File: src/rtl/jsq_pkg.sv
package jsq_pkg;

    typedef enum logic [2:0] {
        ST_IDLE,
        ST_IR_HEAD,
        ST_IR_SHIFT,
        ST_IR_TAIL,
        ST_DR_SHIFT,
        ST_DR_TAIL
    } jsq_state_e;

    // data-register header layout, bit positions counted from the marker
    localparam int unsigned LEN_FIRST   = 1;
    localparam int unsigned CMD_FIRST   = 33;
    localparam int unsigned ADDR_FIRST  = 41;
    localparam int unsigned HDR_NOADDR  = 41;
    localparam int unsigned HDR_WITHADR = 65;
    localparam int unsigned NAV_BITS    = 4;   // TMS bits in each head/tail walk

endpackage

File: src/rtl/jsq_tck_gen.sv
module jsq_tck_gen (
    input  logic clk,
    input  logic rst_n,
    input  logic run,
    output logic tck,
    output logic rise,
    output logic fall
);

    logic tck_q;

    always_ff @(posedge clk or negedge rst_n) begin
        if (!rst_n) begin
            tck_q <= 1'b0;
        end else if (run) begin
            tck_q <= ~tck_q;
        end else begin
            tck_q <= 1'b0;
        end
    end

    assign tck  = tck_q;
    assign rise = run & ~tck_q;   // this edge raises TCK
    assign fall = run &  tck_q;   // this edge lowers TCK

endmodule

File: src/rtl/jsq_dr_frame.sv
module jsq_dr_frame #(
    parameter int MAXD   = 64,
    parameter int DLEN_W = 7,
    parameter int TAP_W  = 4,
    parameter int POS_W  = 8,
    localparam int KW    = $clog2(MAXD)
) (
    input  logic [POS_W-1:0]  pos,
    input  logic              has_addr,
    input  logic              is_read,
    input  logic [7:0]        cmd,
    input  logic [23:0]       addr,
    input  logic [DLEN_W-1:0] n_bits,
    input  logic [TAP_W-1:0]  taps,
    input  logic [MAXD-1:0]   wr_data,
    output logic              bit_o,
    output logic              last_o,
    output logic              cap_o,
    output logic [KW-1:0]     cap_idx
);

    import jsq_pkg::*;

    logic [31:0]      len_val;
    logic [POS_W-1:0] hdr_end;
    logic [POS_W-1:0] data_start;
    logic [POS_W-1:0] total;
    logic [KW-1:0]    wk;

    always_comb begin
        len_val    = 32'd7 + 32'(n_bits) + (has_addr ? 32'd24 : 32'd0);
        hdr_end    = has_addr ? POS_W'(HDR_WITHADR) : POS_W'(HDR_NOADDR);
        data_start = hdr_end + (is_read ? POS_W'(taps) : POS_W'(0));
        total      = data_start + POS_W'(n_bits);
        wk         = KW'(pos - hdr_end) ^ KW'(7);
        cap_idx    = KW'(pos - data_start) ^ KW'(7);

        bit_o = 1'b0;
        if (pos == '0) begin
            bit_o = 1'b1;
        end else if (pos < POS_W'(CMD_FIRST)) begin
            bit_o = len_val[5'(32 - pos)];
        end else if (pos < POS_W'(ADDR_FIRST)) begin
            bit_o = cmd[3'(40 - pos)];
        end else if (pos < hdr_end) begin
            bit_o = addr[5'(64 - pos)];
        end else if (!is_read) begin
            bit_o = wr_data[wk];
        end

        last_o = (pos == total - 1'b1);
        cap_o  = is_read && (pos >= data_start) && (pos < total);
    end

endmodule

File: src/rtl/jsq_rd_pack.sv
module jsq_rd_pack #(
    parameter int MAXD = 64,
    localparam int KW  = $clog2(MAXD)
) (
    input  logic            clk,
    input  logic            rst_n,
    input  logic            clear,
    input  logic            cap_en,
    input  logic [KW-1:0]   cap_idx,
    input  logic            tdo,
    output logic [MAXD-1:0] rd_data
);

    always_ff @(posedge clk or negedge rst_n) begin
        if (!rst_n) begin
            rd_data <= '0;
        end else if (clear) begin
            rd_data <= '0;
        end else if (cap_en) begin
            rd_data[cap_idx] <= tdo;
        end
    end

endmodule

File: src/rtl/jtag_spi_frame_seq.sv
module jtag_spi_frame_seq #(
    parameter int IR_LEN                 = 6,
    parameter logic [IR_LEN-1:0] IR_CODE = 'h02,
    parameter int MAX_DATA_BITS          = 64,
    parameter int TAP_CNT_W              = 4,
    localparam int DLEN_W                = $clog2(MAX_DATA_BITS + 1)
) (
    input  logic                     clk,
    input  logic                     rst_n,
    input  logic                     start,
    input  logic                     is_read,
    input  logic                     has_addr,
    input  logic [7:0]               cmd,
    input  logic [23:0]              addr,
    input  logic [DLEN_W-1:0]        data_bits,
    input  logic [MAX_DATA_BITS-1:0] wr_data,
    input  logic [TAP_CNT_W-1:0]     taps,
    output logic                     tck,
    output logic                     tms,
    output logic                     tdi,
    input  logic                     tdo,
    output logic                     busy,
    output logic                     done,
    output logic [MAX_DATA_BITS-1:0] rd_data,
    output logic                     rd_valid,
    input  logic                     rd_ready
);

    import jsq_pkg::*;

    localparam int POS_W = $clog2(HDR_WITHADR + (1 << TAP_CNT_W) + MAX_DATA_BITS);
    localparam int IR_IW = (IR_LEN > 1) ? $clog2(IR_LEN) : 1;
    localparam int KW    = $clog2(MAX_DATA_BITS);

    jsq_state_e state, state_nxt;
    logic [POS_W-1:0]         pos;
    logic                     seg_end;
    logic                     run, tck_rise, tck_fall;
    logic                     accept;

    logic                     is_read_q, has_addr_q;
    logic [7:0]               cmd_q;
    logic [23:0]              addr_q;
    logic [DLEN_W-1:0]        n_q;
    logic [TAP_CNT_W-1:0]     taps_q;
    logic [MAX_DATA_BITS-1:0] wr_q;

    logic                     fr_bit, fr_last, fr_cap;
    logic [KW-1:0]            fr_idx;

    assign run    = (state != ST_IDLE);
    assign busy   = run;
    assign accept = start && (state == ST_IDLE);

    jsq_tck_gen u_tck (
        .clk  (clk),
        .rst_n(rst_n),
        .run  (run),
        .tck  (tck),
        .rise (tck_rise),
        .fall (tck_fall)
    );

    jsq_dr_frame #(
        .MAXD  (MAX_DATA_BITS),
        .DLEN_W(DLEN_W),
        .TAP_W (TAP_CNT_W),
        .POS_W (POS_W)
    ) u_frame (
        .pos     (pos),
        .has_addr(has_addr_q),
        .is_read (is_read_q),
        .cmd     (cmd_q),
        .addr    (addr_q),
        .n_bits  (n_q),
        .taps    (taps_q),
        .wr_data (wr_q),
        .bit_o   (fr_bit),
        .last_o  (fr_last),
        .cap_o   (fr_cap),
        .cap_idx (fr_idx)
    );

    jsq_rd_pack #(
        .MAXD(MAX_DATA_BITS)
    ) u_pack (
        .clk    (clk),
        .rst_n  (rst_n),
        .clear  (accept),
        .cap_en (tck_rise && (state == ST_DR_SHIFT) && fr_cap),
        .cap_idx(fr_idx),
        .tdo    (tdo),
        .rd_data(rd_data)
    );

    // segment length and successor of each state
    always_comb begin
        state_nxt = state;
        seg_end   = 1'b0;
        unique case (state)
            ST_IDLE:     begin state_nxt = ST_IDLE;     seg_end = 1'b0; end
            ST_IR_HEAD:  begin state_nxt = ST_IR_SHIFT; seg_end = (pos == POS_W'(NAV_BITS - 1)); end
            ST_IR_SHIFT: begin state_nxt = ST_IR_TAIL;  seg_end = (pos == POS_W'(IR_LEN - 1)); end
            ST_IR_TAIL:  begin state_nxt = ST_DR_SHIFT; seg_end = (pos == POS_W'(NAV_BITS - 1)); end
            ST_DR_SHIFT: begin state_nxt = ST_DR_TAIL;  seg_end = fr_last; end
            ST_DR_TAIL:  begin state_nxt = ST_IDLE;     seg_end = (pos == POS_W'(1)); end
        endcase
    end

    // state register, position counter, request latch, completion flags
    always_ff @(posedge clk or negedge rst_n) begin
        if (!rst_n) begin
            state      <= ST_IDLE;
            pos        <= '0;
            done       <= 1'b0;
            rd_valid   <= 1'b0;
            is_read_q  <= 1'b0;
            has_addr_q <= 1'b0;
            cmd_q      <= '0;
            addr_q     <= '0;
            n_q        <= '0;
            taps_q     <= '0;
            wr_q       <= '0;
        end else begin
            done <= 1'b0;
            if (rd_valid && rd_ready) begin
                rd_valid <= 1'b0;
            end
            if (accept) begin
                is_read_q  <= is_read;
                has_addr_q <= has_addr;
                cmd_q      <= cmd;
                addr_q     <= addr;
                n_q        <= data_bits;
                taps_q     <= taps;
                wr_q       <= wr_data;
                rd_valid   <= 1'b0;
                state      <= ST_IR_HEAD;
                pos        <= '0;
            end else if (tck_fall) begin
                if (seg_end) begin
                    state <= state_nxt;
                    pos   <= '0;
                    if (state == ST_DR_TAIL) begin
                        done     <= 1'b1;
                        rd_valid <= is_read_q;
                    end
                end else begin
                    pos <= pos + 1'b1;
                end
            end
        end
    end

    // JTAG pin values for the current bit
    always_comb begin
        tms = 1'b0;
        tdi = 1'b0;
        unique case (state)
            ST_IDLE:     begin tms = 1'b0; tdi = 1'b0; end
            ST_IR_HEAD:  begin tms = (pos < POS_W'(2)); end
            ST_IR_SHIFT: begin tms = seg_end; tdi = IR_CODE[IR_IW'(pos)]; end
            ST_IR_TAIL:  begin tms = (pos < POS_W'(2)); end
            ST_DR_SHIFT: begin tms = seg_end; tdi = fr_bit; end
            ST_DR_TAIL:  begin tms = (pos == '0); end
        endcase
    end

endmodule

File: config.mk
export PLATFORM = sky130hd
export DESIGN_NAME = jtag_spi_frame_seq
export DESIGN_NICKNAME = d
export VERILOG_FILES = /design/src/rtl/jsq_pkg.sv /design/src/rtl/jsq_tck_gen.sv /design/src/rtl/jsq_dr_frame.sv /design/src/rtl/jsq_rd_pack.sv /design/src/rtl/jtag_spi_frame_seq.sv
export SDC_FILE = /design/constraint.sdc
export NUM_CORES = 1
export LEC_CHECK = 0
export ABC_AREA = 1
export CORE_ASPECT_RATIO = 0.5
export CORE_UTILIZATION = 39
export DETAILED_ROUTE_END_ITERATION = 16
export DONT_BUFFER_PORTS = 1
export GPL_TIMING_DRIVEN = 0
export HOLD_SLACK_MARGIN = 0.06
export PLACE_DENSITY = 0.66
export SLEW_MARGIN = 20
export SYNTH_ARGS = -nofsm -noshare
export SYNTH_HDL_FRONTEND = slang
export SYNTH_SLANG_ARGS = --single-unit
File: constraint.sdc
create_clock -name clk -period 3.3 [get_ports clk]
set_input_delay 0.495 -clock clk [delete_from_list [all_inputs] [get_ports clk]]
set_output_delay 0.495 -clock clk [all_outputs]
set_load 0.02 [all_outputs]
==> results.sh <==
export IMPL_outcome="finished with violations"
export IMPL_violations="negative hold slack, negative setup slack"
export IMPL_cts_buffers_inserted=17
export IMPL_reg2reg_from="is_read_q"
export IMPL_multi_input_area_um2=6770
export IMPL_mostFrequentLayoutCell="nand2_1"
export IMPL_slowest_delay_ps=520
export IMPL_setup_ws_ps=-740
export IMPL_num_rows=43
export IMPL_cts_sinks=187
export IMPL_antenna_left=0
export IMPL_maxSlewHeadroom_pct=50.8
export IMPL_seq_area_um2=4690
export IMPL_layout_common_cells="708 x nand2_1, 182 x dfrtp_1, 126 x nand3_1, 124 x inv_1, 85 x nor2_1"
export IMPL_p_per_area_nw_per_um2=1100
export IMPL_crit_buf_inv=5
export IMPL_period_minus_slack_ps=4040
export IMPL_die_y_um=123
export IMPL_ys_seq_elements=187
export IMPL_drv_slew=0
export IMPL_ff2ff_setup_slack_ps=-570
export IMPL_drt_total_wl_mm=36.9
export IMPL_clk_latency_ps=460
export IMPL_synth_edf_count=0
export IMPL_synth_area_leaders="dfrtp_1 41%, nand2_1 27%, nand3_1 7.7%"
export IMPL_avgViaCountPerCell=5.25
export IMPL_critPathLaunchType="flip-flop"
export IMPL_dr_pass1_iters=6
export IMPL_yosysTopAreaCell="dfrtp_1"
export IMPL_drc=0
export IMPL_htreeDepth=4
export IMPL_via_count=11400
export IMPL_synth_main_ff_cell="dfrtp_1"
export IMPL_grtUsageMet1_pct=34.0
export IMPL_cp_depth=20
export IMPL_initialDrtViolationCount=1093
export IMPL_crit_top_cell="nand2_1"
export IMPL_hp_class="primary input to asynchronous set/reset pin"
export IMPL_syn_area_per_cell_um2=6.77
export IMPL_worstPathCellList="nand2_2 -> inv_2 -> ha_4 -> fa_1 -> inv_2 -> ha_4 -> inv_4 -> nand3_4 -> nand2_2 -> nand2_1 -> nand2_1 -> inv_1 -> nand2_1 -> nor2_2 -> inv_1 -> nor2_2 -> nand3_2 -> nor2_4 -> nand3_4 -> o21ai_4"
export IMPL_fillers=2682
export IMPL_critPathCaptureType="output pin"
export IMPL_clk_pin_slew_worst_paths_ps=80
export IMPL_gp_congestion=0.945
export IMPL_yosysSeqAreaShare_pct=41.2
export IMPL_path_max_fanout=4
export IMPL_rsz0062_at_grt="yes"
export IMPL_dp_cells=2058
export IMPL_wire_per_inst_um=17.0
export IMPL_drive_gt1_share_pct=22.8
export IMPL_worst_pin_slew_ps=739
export IMPL_cts_tree="built"
export IMPL_worst_setup_path_type="flip-flop to output pin"
export IMPL_synth_top_area_share_pct=41.2
export IMPL_io_pins=184
export IMPL_syn_cell_area_um2=11300
export IMPL_yosysUniqueCellTypes=47
export IMPL_path_delay_family="simple AND/OR/NAND/NOR gates"
export IMPL_port_buffers=0
export IMPL_drv_cap=0
export IMPL_startpoint="is_read_q"
export IMPL_grt_pass1_vias=10400
export IMPL_cp_required_ps=2800
export IMPL_syn_nets=1823
export IMPL_power_total_mw=16.2
export IMPL_layout_nets=1923
export IMPL_final_cells=2172
export IMPL_worstRegToRegCells=31
export IMPL_p_leak_nw=7.80
export IMPL_coreArea_um2=28100
export IMPL_met2_usage_pct=37.8
export IMPL_antenna_found_initial=1
export IMPL_holdWs_ps=-276
export IMPL_arrival_ps=3540
export IMPL_die_area_um2=29800
export IMPL_start_util_pct=40.3
export IMPL_cts_max_path_buffers=2
export IMPL_root_buffer="clkbuf_16"
export IMPL_cp_slowest_cell="fa_1"
export IMPL_r2r_end="rd_valid"
export IMPL_area_growth_pct=29.1
export IMPL_grt_overflow=0
export IMPL_syn_instance_count=1676
export IMPL_fmaxAchievable_ghz=0.248
export IMPL_ys_warn_count=0
export IMPL_grt_pass1_wl_mm=56.2
export IMPL_post_route_period_util_pct=122
export IMPL_critical_path_endpoint="tms"
export IMPL_grt_max_degree=188
export IMPL_hpwlAfterDp_mm=23.9
export IMPL_skew_ps=12.5
export IMPL_ir_drop_uv=638
export IMPL_use_met3_pct=5.42
export IMPL_hold_violations=187
export IMPL_grt_use_total_pct=24.3
export IMPL_busiest_layer="met2"
export IMPL_die_x_um=243
export IMPL_async_reset_ff_share_pct=100
export IMPL_finalSetupViolCount=71
==> report_power, final <==
group	total, mW	switching (mW)	internal, mW
Combinational	10.5	6.67	3.85
Sequential	3.53	0.543	2.99
Clock	2.11	1.07	1.04
Total	16.2	8.28	7.88
==> worst register-to-register path: cells and delay by family, from the launching register on <==
kind          cells  cell delay [ps]
simple gates     13             1260
buf+inv          15             1090
flops             1              470
fa+ha+maj         3              990
==> logic make-up after synthesis <==
logic type / Yosys count / synth area share, %
compound gates: 68 / 3.61
xor+xnor: 19 / 1.47
fa+ha+maj: 33 / 3.84
buf+inv: 225 / 8.22
flops: 187 / 41.2
simple gates: 1144 / 41.6
==> cells in the mapped netlist (2+ instances only) <==
master and count:
nand2_1 805, dfrtp_1 187, nand3_1 175, inv_1 144, nor2_1 111, clkbuf_1 43
ha_1 30, a21oi_1 23, o21ai_0 21, buf_2 19, nand4_1 16, xor2_1 15
nand3_2 14, buf_1 5, inv_2 5, nand2_2 5, o22ai_1 5, buf_6 4
nand2_4 4, nor3_1 4, xnor2_1 4, a31oi_1 3, fa_1 3, nand3b_1 3
nor2_2 3, a21o_1 2, o21ai_1 2, or2_2 2
==> timing repair <==
item                       in CTS  in global routing
hold endpoints to repair      187                187
gates resized for setup       139                232
setup endpoints to repair      79                 79
pin swaps                      42                 75
buffers inserted               50                 38
gates cloned                    5                 10
==> metal layers <==
metal	wire, um	vias to the layer above
met5	0	-
met4	661	0
met3	2920	45
met2	16600	443
met1	16600	5499
li1	-	5417
==> through the flow <==
| step | setup slack, ps | cell area [um^2] | util [%] | TNS [ps] |
|---|---|---|---|---|
| finish | -740 | 14600 | 52.0 | -25660 |
| global route | -892 | 14600 | 52.0 | -37660 |
| CTS | -623 | 13500 | 47.9 | -27650 |
| detailed placement | -945 | 11900 | 42.1 | -39810 |
| global placement | -958 | 11900 | 42.1 | -38130 |
| floorplan | 0.723 | 11400 | - | 0 |
==> state kept, by name, summed over array words and instances (netlist names) <==
signal          count
addr_q             24
u_tck.tck           1
wr_q               64
taps_q              4
is_read_q           1
state               3
done                1
u_pack.rd_data     64
pos                 8
n_q                 7
cmd_q               8
has_addr_q          1
rd_valid            1
==> worst min path at each step <==
stage | startpoint | end
final | rst_n | wr_q[37]
after global routing | rst_n | wr_q[19]
after CTS | rst_n | wr_q[18]
after detailed placement | rst_n | wr_q[32]
after global placement | rst_n | wr_q[33]
after floorplan | rst_n | addr_q[0]
==> final cells by class <==
class	instances	share of cell area [%]
inverter	151	4.13
timing repair inverter	1	0.0598
clock inverter	13	1.00
buffer	72	3.47
multi-input combinational	1265	46.2
tap	382	3.26
antenna	1	0.0171
clock buffer	19	3.02
timing repair buffer	81	6.84
sequential	187	32.0
Note: power is estimated with default switching activity, not from simulation.
